==> config.mk <==
export PLATFORM = sky130hd
export DESIGN_NAME = burst_col_seq
export DESIGN_NICKNAME = d
export VERILOG_FILES = /design/src/rtl/burst_seq_pkg.sv /design/src/rtl/burst_beat_ctr.sv /design/src/rtl/burst_addr_gen.sv /design/src/rtl/burst_col_seq.sv
export SDC_FILE = /design/constraint.sdc
export NUM_CORES = 1
export LEC_CHECK = 0
export ABC_AREA = 1
export BUFFER_PORTS_ARGS = -buffer_cell sky130_fd_sc_hd__buf_2
export CORE_MARGIN = 2
export CORE_UTILIZATION = 44
export CTS_BUF_LIST = sky130_fd_sc_hd__clkbuf_8
export CTS_CLUSTER_DIAMETER = 200
export DETAILED_ROUTE_END_ITERATION = 12
export PLACE_DENSITY = 0.69
export SYNTH_ARGS = -nofsm -noshare
export SYNTH_HDL_FRONTEND = slang
export SYNTH_SLANG_ARGS = --single-unit
==> constraint.sdc <==
create_clock -name clk -period 2.6 [get_ports clk]
set_input_delay 0.13 -clock clk [delete_from_list [all_inputs] [get_ports clk]]
set_output_delay 0.13 -clock clk [all_outputs]
set_load 0.005 [all_outputs]
==> src/rtl/burst_seq_pkg.sv <==
package burst_seq_pkg;
  // beat index width for the longest burst (8 beats)
  localparam int BEAT_W = 3;

  typedef enum logic {
    BL_FOUR  = 1'b0,
    BL_EIGHT = 1'b1
  } burst_len_e;

  typedef enum logic {
    ORD_SEQ = 1'b0,
    ORD_XOR = 1'b1
  } burst_ord_e;

  typedef struct packed {
    burst_len_e len;
    burst_ord_e ord;
  } burst_mode_t;
endpackage

==> src/rtl/burst_beat_ctr.sv <==
module burst_beat_ctr
  import burst_seq_pkg::*;
#(
  parameter int CNT_W = BEAT_W
) (
  input  logic             clk,
  input  logic             rst_n,
  input  logic             load_i,
  input  burst_len_e       len_i,
  output logic             busy_o,
  output logic [CNT_W-1:0] beat_o,
  output logic             last_o
);
  localparam logic [CNT_W-1:0] FINAL_LONG  = CNT_W'((1 << CNT_W) - 1);
  localparam logic [CNT_W-1:0] FINAL_SHORT = CNT_W'((1 << (CNT_W - 1)) - 1);

  logic             busy_q, busy_d;
  logic [CNT_W-1:0] beat_q, beat_d;
  burst_len_e       len_q,  len_d;
  logic             en;
  logic             at_final;

  assign at_final = busy_q && (beat_q == ((len_q == BL_EIGHT) ? FINAL_LONG : FINAL_SHORT));
  assign en       = load_i || busy_q;

  always_comb begin
    busy_d = busy_q;
    beat_d = beat_q;
    len_d  = len_q;
    if (load_i) begin
      busy_d = 1'b1;
      beat_d = '0;
      len_d  = len_i;
    end else if (at_final) begin
      busy_d = 1'b0;
      beat_d = '0;
    end else if (busy_q) begin
      beat_d = beat_q + 1'b1;
    end
  end

  always_ff @(posedge clk or negedge rst_n) begin
    if (!rst_n) begin
      busy_q <= 1'b0;
      beat_q <= '0;
      len_q  <= BL_FOUR;
    end else if (en) begin
      busy_q <= busy_d;
      beat_q <= beat_d;
      len_q  <= len_d;
    end
  end

  assign busy_o = busy_q;
  assign beat_o = beat_q;
  assign last_o = at_final;
endmodule

==> src/rtl/burst_addr_gen.sv <==
module burst_addr_gen
  import burst_seq_pkg::*;
#(
  parameter int COL_W = 10,
  parameter int LOW_W = BEAT_W
) (
  input  logic [COL_W-1:0] base_i,
  input  logic [LOW_W-1:0] beat_i,
  input  burst_mode_t      mode_i,
  output logic [COL_W-1:0] col_o
);
  localparam int HI_W = COL_W - LOW_W;

  logic [LOW_W-1:0] sum_low;
  logic [LOW_W-1:0] wrap_mask;
  logic [LOW_W-1:0] seq_low;
  logic [LOW_W-1:0] xor_low;
  logic [LOW_W-1:0] sel_low;

  // lower bits always wrap with the sum; the top low bit only for long bursts
  generate
    for (genvar b = 0; b < LOW_W; b++) begin : g_mask
      if (b == LOW_W - 1) begin : g_top
        assign wrap_mask[b] = (mode_i.len == BL_EIGHT);
      end else begin : g_low
        assign wrap_mask[b] = 1'b1;
      end
    end
  endgenerate

  always_comb begin
    sum_low = base_i[LOW_W-1:0] + beat_i;
    seq_low = (base_i[LOW_W-1:0] & ~wrap_mask) | (sum_low & wrap_mask);
    xor_low = base_i[LOW_W-1:0] ^ beat_i;
    sel_low = (mode_i.ord == ORD_XOR) ? xor_low : seq_low;
  end

  assign col_o = {base_i[COL_W-1 -: HI_W], sel_low};
endmodule

==> src/rtl/burst_col_seq.sv <==
module burst_col_seq
  import burst_seq_pkg::*;
#(
  parameter int COL_W = 10
) (
  input  logic             clk,
  input  logic             rst_n,
  input  logic             start_i,
  input  logic [COL_W-1:0] start_col_i,
  input  logic             bl8_i,
  input  logic             ilv_i,
  output logic [COL_W-1:0] col_o,
  output logic             valid_o,
  output logic             last_o
);
  logic              busy;
  logic              at_last;
  logic              take;
  logic [BEAT_W-1:0] beat;
  logic [COL_W-1:0]  base_q, base_d;
  burst_mode_t       mode_q, mode_d;
  burst_mode_t       req_mode;

  assign req_mode.len = burst_len_e'(bl8_i);
  assign req_mode.ord = burst_ord_e'(ilv_i);

  // accept when idle or on the final beat
  assign take = start_i && (!busy || at_last);

  always_comb begin
    base_d = base_q;
    mode_d = mode_q;
    if (take) begin
      base_d = start_col_i;
      mode_d = req_mode;
    end
  end

  always_ff @(posedge clk or negedge rst_n) begin
    if (!rst_n) begin
      base_q <= '0;
      mode_q <= '{len: BL_FOUR, ord: ORD_SEQ};
    end else if (take) begin
      base_q <= base_d;
      mode_q <= mode_d;
    end
  end

  burst_beat_ctr #(.CNT_W(BEAT_W)) ctr_i (
    .clk    (clk),
    .rst_n  (rst_n),
    .load_i (take),
    .len_i  (req_mode.len),
    .busy_o (busy),
    .beat_o (beat),
    .last_o (at_last)
  );

  burst_addr_gen #(.COL_W(COL_W), .LOW_W(BEAT_W)) agen_i (
    .base_i (base_q),
    .beat_i (beat),
    .mode_i (mode_q),
    .col_o  (col_o)
  );

  assign valid_o = busy;
  assign last_o  = at_last;
endmodule

==> out/results.env, run 1 <==
OUTCOME='completed'
USE_MET3_PCT=3.37
FINAL_NETS=146
MINIMUM_SETUP_SLACK_AMONG_REG_TO_REG_PATHS_PS=1220
ROOT_BUFFER='sky130_fd_sc_hd__clkbuf_8'
GRT_USE_MET2_PCT=25.7
CLKTRANSATPATHREGS_PS=70
CLKSINKCOUNT=17
STATIC-LEAKAGE-POWER_nW=0.591
DETAIL_ROUTE.VIAS_PER_CELL=4.62
POST-SYNTH-TOP-COUNT-CELL='sky130_fd_sc_hd__nand2_1'
TRITONCTS.NUM_BUFFERS=3
POSTLAYOUTSETUPSLACKWORST_PS=828
FINALHOLDVIOLCOUNT=0
PERIOD_NEEDED_PS=1770
WORST_R2R_PATH_DEPTH=6
RSZ0062_AT_GRT='false'
POWERDENSITY_mW_PER_MM2=1200
WORSTPATHMAXFANOUT=4
CTS-HTREE-LEVELS=1
POSTSYNTHREGISTERBITS=17
GRT_START_MAX_NET_PINS=18
MAXCLOCKFREQUENCY_MHz=564
TOTAL_DIE_AREA_SQ_MM=0.00242
SYNTH-SEQ-AREA-SHARE_PCT=47.4
IOS=27
POST_ROUTE_ANTENNA_NET_VIOLATION_COUNT=0
CRITPATHCAPTURETYPE='output port'
TRITONCTS='built'
HOLD-WORST-SLACK_PS=101
NUM_VIAS=707
GR_MET1_DEMAND_RESOURCE_PCT=20.7
INITIAL_UTILIZATION_PCT=46.2
SYNTH_FP_NETS=125
SETUP_VIOL_COUNT_FINAL=0
COREAREA_SQ_MM=0.00194
SYNTH_CELL_TYPE_COUNT=17
CRITICAL_PATH_ARRIVAL_PS=1640
AREA_GROWTH_PCT=15.3
FINAL_WEIGHTED_CONGESTION_OF_ROUTABILITY_DRIVEN_GLOBAL_PLACEMENT=0.817
CTS_REPAIR_RESIZED_INSTS=0
SYNTH-EDFF-COUNT=0
GRT_PASS1_VIAS=681
SYNTH.LARGEST_AREA_CELL='sky130_fd_sc_hd__dfrtp_1'
CP.REQUIRED_PS=2470
MIN-DELAY-PATH-CLASS='in -> reg'
DIE_WIDTH_UM=49.2
TOP_POST_SYNTHESIS_CELLS_BY_AREA='sky130_fd_sc_hd__dfrtp_1, sky130_fd_sc_hd__nand2_1, sky130_fd_sc_hd__nand3_1, sky130_fd_sc_hd__buf_4, sky130_fd_sc_hd__ha_1'
YS.FLOP_TYPE='sky130_fd_sc_hd__dfrtp_1'
SLOWEST_DELAY_PS=400
CRIT_PATH_LAUNCH_TYPE='flop'
WORST-SETUP-PATH-TYPE='reg -> out'
SYNTH-WARNING-COUNT=0
DETAIL_ROUTE.FIRST_PASS.ITERATIONS=4
WORST_SKEW_PAIR.LATE_LATENCY_PS=260
POSTSYNTH.ASYNCRESETSHARE_PCT=100
POST_ROUTE_CELLS_DRIVE_ABOVE_1_SHARE_PCT=27.0
REGTOREGENDPOINT='base_q[9]$_DFFE_PN0N_'
WORST_IR_DROP_ON_VDD_mV=0.529
LAYOUT.FILLER_CELLS=198
PLACEMENT.SETUP.WORST_SLACK_PS=1090
GRT_PASS1_WL_UM=2970
DETAIL_ROUTE.ITER0.VIOLATIONS=8
FINAL.SETUP_SKEW_PS=9.53
POST-DP-HPWL_UM=1270
HOLD_DEPTH=3
BUFFERS_ON_PORTS=26
WL_PER_CELL_UM=11.2
TIMING_WORST_SLEW_PIN_VALUE_PS=376
POST-LAYOUT-TOTAL-POWER_W=0.00124
DRC_ERRORS=0
GRT_BUSIEST_LAYER='met2'
WORSTHOLDSTART='start_col_i[1]'
SYN-INSTANCE-COUNT=106
LAYOUT_WORST_PATH_CYCLE_SHARE_PCT=68.2
TIMING.MAX_SLEW.REL_SLACK_PCT=74.9
DIE-HEIGHT_UM=49.2
ANTENNA-DIODE-COUNT=0
FINALWIRELENGTH_UM=1710
CELL_TYPES_WITH_THE_HIGHEST_COUNTS_AFTER_SYNTHESIS='sky130_fd_sc_hd__nand2_1, sky130_fd_sc_hd__dfrtp_1, sky130_fd_sc_hd__nand3_1, sky130_fd_sc_hd__inv_1, sky130_fd_sc_hd__buf_4'
SYN_AREA_SQ_UM=897
DRV_SLEW=0
FINAL.SETUP.TNS_PS=0
R2R-START='ctr_i.beat_o[0]$_DFFE_PN0P_'
TIMING.HOLD.WORST_ENDPOINT='base_q[1]$_DFFE_PN0N_'
TIMING.CRITICAL_PATH.CELLS='ha_1 > inv_1 > fa_1 > nand3_1 > nand3_1 > nand2_1 > nand2_1 > buf_2'
MAXCAPVIOLCOUNT=0
GLOBAL_ROUTE_OVERFLOW=0
CRIT_PATH_TOP_DELAY_CELL='sky130_fd_sc_hd__dfrtp_1'
MAX-CLOCK-PATH-BUFFERS=2
GR-USAGE-ALL-LAYERS_PCT=15.8
NETLIST.AREA_LEADER.SHARE_PCT=47.4
ROWS=16
GRT_ANTENNA_BEFORE_REPAIR=0
POSTSYNTHAREAPERCELL_SQ_UM=8.46
[state kept, by name, indices dropped and copies added, names as in the netlist]
name,cells
ctr_i.busy_o,1
base_q,10
ctr_i.beat_o,3
ctr_i.len_q,1
mode_q,2
[area by class of cell]
type,instances,area [sq um],area share (%)
sequential,17,425,41.1
multi-input combinational,69,355,34.3
timing repair buffer,27,140,13.5
clock buffer,3,41.3,3.99
inverter,9,33.8,3.26
tap,27,33.8,3.26
clock inverter,1,5.00,0.484
[report_power, final]
group	internal [W]	switching [W]	leakage [nW]
Combinational	0.000241	0.000316	0.357
Clock	0.000106	0.0000920	0.0255
Sequential	0.000390	0.0000978	0.209
Total	0.000738	0.000506	0.591
[worst max-delay path by stage]
stage               depth (start not counted)                         from        to
finish                                      8  ctr_i.beat_o[0]$_DFFE_PN0P_  col_o[2]
global route                                8  ctr_i.beat_o[0]$_DFFE_PN0P_  col_o[2]
CTS                                         8  ctr_i.beat_o[0]$_DFFE_PN0P_  col_o[2]
detailed placement                          8  ctr_i.beat_o[0]$_DFFE_PN0P_  col_o[2]
global placement                            8  ctr_i.beat_o[0]$_DFFE_PN0P_  col_o[2]
floorplan                                   4  ctr_i.beat_o[0]$_DFFE_PN0P_  col_o[1]
[critical path, delay by kind of cell (launching register included)]
kind / cells / cell delay (ps)
buf+inv: 2 / 160
simple gates: 4 / 270
fa+ha+maj: 2 / 560
flops: 1 / 400
[per-layer routing]
metal | routed length, um | vias up
li1 | - | 365
met1 | 796 | 320
met2 | 818 | 18
met3 | 68 | 4
met4 | 23 | 0
met5 | 0 | -
[timing repair]
item | 4_1_cts | 5_1_grt
hold buffers | 1 | 0
endpoints found under the hold margin | 17 | 0
setup buffers | 0 | 0
[kinds of logic after synthesis]
family,count (synthesis),share of synthesized area (%)
simple gates,60,29.8
buf+inv,20,13.0
xor+xnor,1,0.976
fa+ha+maj,4,6.42
flops,17,47.4
compound gates,4,2.37
[per-stage QoR]
stage	std cells	instance area [sq um]	utilization, %
finish	153	1030	53.3
global route	153	1030	53.3
CTS	153	1030	53.3
detailed placement	148	978	50.4
global placement	148	978	50.4
floorplan	106	897	-
[cells in the final DEF, fill, tap and decap left out]
cell type                        n
sky130_fd_sc_hd__clkinv_2        1
sky130_fd_sc_hd__inv_1           8
sky130_fd_sc_hd__inv_2           1
sky130_fd_sc_hd__ha_1            3
sky130_fd_sc_hd__o21ai_0         2
sky130_fd_sc_hd__o22ai_1         1
sky130_fd_sc_hd__dlygate4sd3_1   1
sky130_fd_sc_hd__o21ai_1         1
sky130_fd_sc_hd__nor2_1          3
sky130_fd_sc_hd__nand2_4         2
sky130_fd_sc_hd__nand3_1        17
sky130_fd_sc_hd__nand3_2         1
sky130_fd_sc_hd__xnor2_1         1
sky130_fd_sc_hd__nand2_1        37
sky130_fd_sc_hd__fa_1            1
sky130_fd_sc_hd__clkbuf_8        3
sky130_fd_sc_hd__buf_2          26
sky130_fd_sc_hd__dfrtp_1        17
(Power assumes the default switching activity.)
==> run 2: changes to the inputs <==
Clock period 2.6 ns to 1.71 ns, I/O delays scaled along.
==> run 2 against run 1 <==
Effect of this change: combinational power grew 68%; register-to-register slack worse by 1100 ps; sequential power grew 51%; via count increased by 3.7%; sequential share of layout area is 1.3 points lower; cell area grew 3.1%.
==> out/results.env, run 2 (synthesis gave the netlist of run 1 again) <==
PERIOD_NEEDED_PS=1620
CLKSINKCOUNT=17
AREA_GROWTH_PCT=19.0
WORSTHOLDSTART='start_col_i[1]'
SETUP_VIOL_COUNT_FINAL=0
LARGEST-REGISTER='base_q'
MAXCLOCKFREQUENCY_MHz=617
MOSTFREQUENTLAYOUTCELLS='sky130_fd_sc_hd__nand2_1, sky130_fd_sc_hd__buf_2, sky130_fd_sc_hd__dfrtp_1'
TOTAL_DIE_AREA_SQ_MM=0.00242
GLOBAL_ROUTE_OVERFLOW=0
ROUTED-WL-MET2_UM=858
POWERDENSITY_mW_PER_MM2=1850
FINISH.INSTANCE_AREA_SQ_MM=0.00107
TIMING.HOLD.WORST_ENDPOINT='base_q[1]$_DFFE_PN0N_'
FINALHOLDVIOLCOUNT=0
DETAIL_ROUTE.ITER0.VIOLATIONS=7
ROUTE.LAYER.MET1.WL_UM=794
TIMING.MAX_SLEW.REL_SLACK_PCT=74.8
WL_PER_CELL_UM=11.3
GRT_START_MAX_NET_PINS=18
POST-DP-HPWL_UM=1270
COREAREA_SQ_MM=0.00194
CRITPATHCAPTURETYPE='output port'
CRITICAL_PATH_ARRIVAL_PS=1540
MOSTFREQUENTLAYOUTCELL='sky130_fd_sc_hd__nand2_1'
DIE_WIDTH_UM=49.2
REGTOREGENDPOINT='base_q[9]$_DFFE_PN0N_'
WORST_IR_DROP_ON_VDD_mV=0.803
FINAL.SETUP.TNS_PS=0
NUM_VIAS=733
HOLD_DEPTH=3
TIMING_WORST_SLEW_PIN_VALUE_PS=378
DIE-HEIGHT_UM=49.2
GR-USAGE-ALL-LAYERS_PCT=16.1
FINAL_WEIGHTED_CONGESTION_OF_ROUTABILITY_DRIVEN_GLOBAL_PLACEMENT=0.817
INITIAL_UTILIZATION_PCT=46.2
WORST_R2R_PATH_DEPTH=8
R2R-START='ctr_i.beat_o[0]$_DFFE_PN0P_'
FINALWIRELENGTH_UM=1770
DRC_ERRORS=0
DETAIL_ROUTE.FIRST_PASS.ITERATIONS=4
CP.REQUIRED_PS=1620
BUFFERS_ON_PORTS=26
POST_ROUTE_CELLS_DRIVE_ABOVE_1_SHARE_PCT=31.0
CRIT_PATH_LAUNCH_TYPE='flop'
CLKTRANSATPATHREGS_PS=70
DPL_CELL_AREA_SQ_UM=978
RSZ0062_AT_GRT='false'
GRT_PASS1_WL_UM=3020
GRT_ANTENNA_BEFORE_REPAIR=0
GRT_PASS1_VIAS=686
WORST-SETUP-PATH-TYPE='reg -> out'
HOLD-WORST-SLACK_PS=57.0
TRITONCTS.NUM_BUFFERS=3
DETAIL_ROUTE.VIAS_PER_CELL=4.70
LAYOUT_WORST_PATH_CYCLE_SHARE_PCT=94.8
CTS-HTREE-LEVELS=1
LAYOUT.FILLER_CELLS=194
ROWS=16
LARGEST_REG_FLOPS=10
ANTENNA-DIODE-COUNT=0
ROOT_BUFFER='sky130_fd_sc_hd__clkbuf_8'
ROUTED.TOP_LAYER='met4'
TRITONCTS='built'
DRV_SLEW=0
MAXCAPVIOLCOUNT=0
OUTCOME='completed'
ROUTED-WL-MET3_UM=89
FINAL_NETS=149
STATIC-LEAKAGE-POWER_nW=0.607
IOS=27
MAX-CLOCK-PATH-BUFFERS=2
POST_ROUTE_ANTENNA_NET_VIOLATION_COUNT=0
WORSTPATHMAXFANOUT=2
MINIMUM_SETUP_SLACK_AMONG_REG_TO_REG_PATHS_PS=160
MIN-DELAY-PATH-CLASS='in -> reg'
FINAL.SETUP_SKEW_PS=9.27
WORST_SKEW_PAIR.LATE_LATENCY_PS=260
==> run 2: cell types whose count changed in the layout (fill, tap and decap cells not counted) <==
cell and delta:
sky130_fd_sc_hd__buf_4 +3, sky130_fd_sc_hd__fa_1 -1, sky130_fd_sc_hd__fa_2 +1, sky130_fd_sc_hd__ha_1 -1, sky130_fd_sc_hd__ha_2 +1, sky130_fd_sc_hd__nand3_1 -1
sky130_fd_sc_hd__nand3_2 +1, sky130_fd_sc_hd__o21ai_0 -1, sky130_fd_sc_hd__o21ai_1 +1
==> run 2: worst max-delay path by stage <==
stage | startpoint | end | slack (ps)
2_1_floorplan | ctr_i.beat_o[0]$_DFFE_PN0P_ | col_o[1] | 410
3_3_place_gp | ctr_i.beat_o[0]$_DFFE_PN0P_ | col_o[2] | 320
3_5_place_dp | ctr_i.beat_o[0]$_DFFE_PN0P_ | col_o[2] | 250
4_1_cts | ctr_i.beat_o[0]$_DFFE_PN0P_ | col_o[2] | 30
5_1_grt | ctr_i.beat_o[0]$_DFFE_PN0P_ | col_o[2] | 3
6_report | ctr_i.beat_o[0]$_DFFE_PN0P_ | col_o[2] | 90
==> run 2: per-stage QoR <==
step / setup slack, ps / util [%] / total power, W / std cells
floorplan: 414 / - / 0.00144 / 106
global placement: 320 / 50.4 / 0.00157 / 148
detailed placement: 249 / 50.4 / 0.00162 / 148
CTS: 33.9 / 53.7 / 0.00193 / 154
global route: 2.74 / 55.0 / 0.00218 / 156
finish: 88.3 / 55.0 / 0.00197 / 156
==> run 2: routing by layer <==
layer  track usage [%]  vias to the layer above
li1                  -                      373
met1              20.9                      334
met2              26.4                       22
met3              3.37                        4
met4              5.71                        0
met5                 0                        -
==> run 2: area by class of cell <==
class	instances	area (sq um)	area share, %
Sequential cell	17	425	39.9
Multi-Input combinational cell	69	365	34.2
Timing Repair Buffer	30	163	15.2
Clock buffer	3	41.3	3.87
Inverter	9	33.8	3.17
Tap cell	27	33.8	3.17
Clock inverter	1	5.00	0.469
==> run 2: what timing repair did <==
item / in CTS / in global routing
buffers inserted: 1 / 2
hold buffers: 1 / 0
hold endpoints to repair: 17 / 0
resized for setup: 0 / 4
endpoints found under the setup margin: 1 / 2
gates cloned: 0 / 0
==> run 2: power breakdown <==
part / leakage, nW / internal [W] / switching, W
registers: 0.209 / 0.000593 / 0.000144
logic: 0.373 / 0.000422 / 0.000512
clock network: 0.0255 / 0.000162 / 0.000139
total: 0.607 / 0.00118 / 0.000795
==> run 2: worst max-delay path, stage by stage, from the launching register on <==
cell,delay (ps)
sky130_fd_sc_hd__dfrtp_1,370
sky130_fd_sc_hd__ha_2,180
sky130_fd_sc_hd__inv_1,50
sky130_fd_sc_hd__fa_2,340
sky130_fd_sc_hd__inv_1,60
sky130_fd_sc_hd__nand2_1,50
sky130_fd_sc_hd__nand3_1,60
sky130_fd_sc_hd__nand2_1,50
sky130_fd_sc_hd__nand2_1,50
sky130_fd_sc_hd__buf_2,100
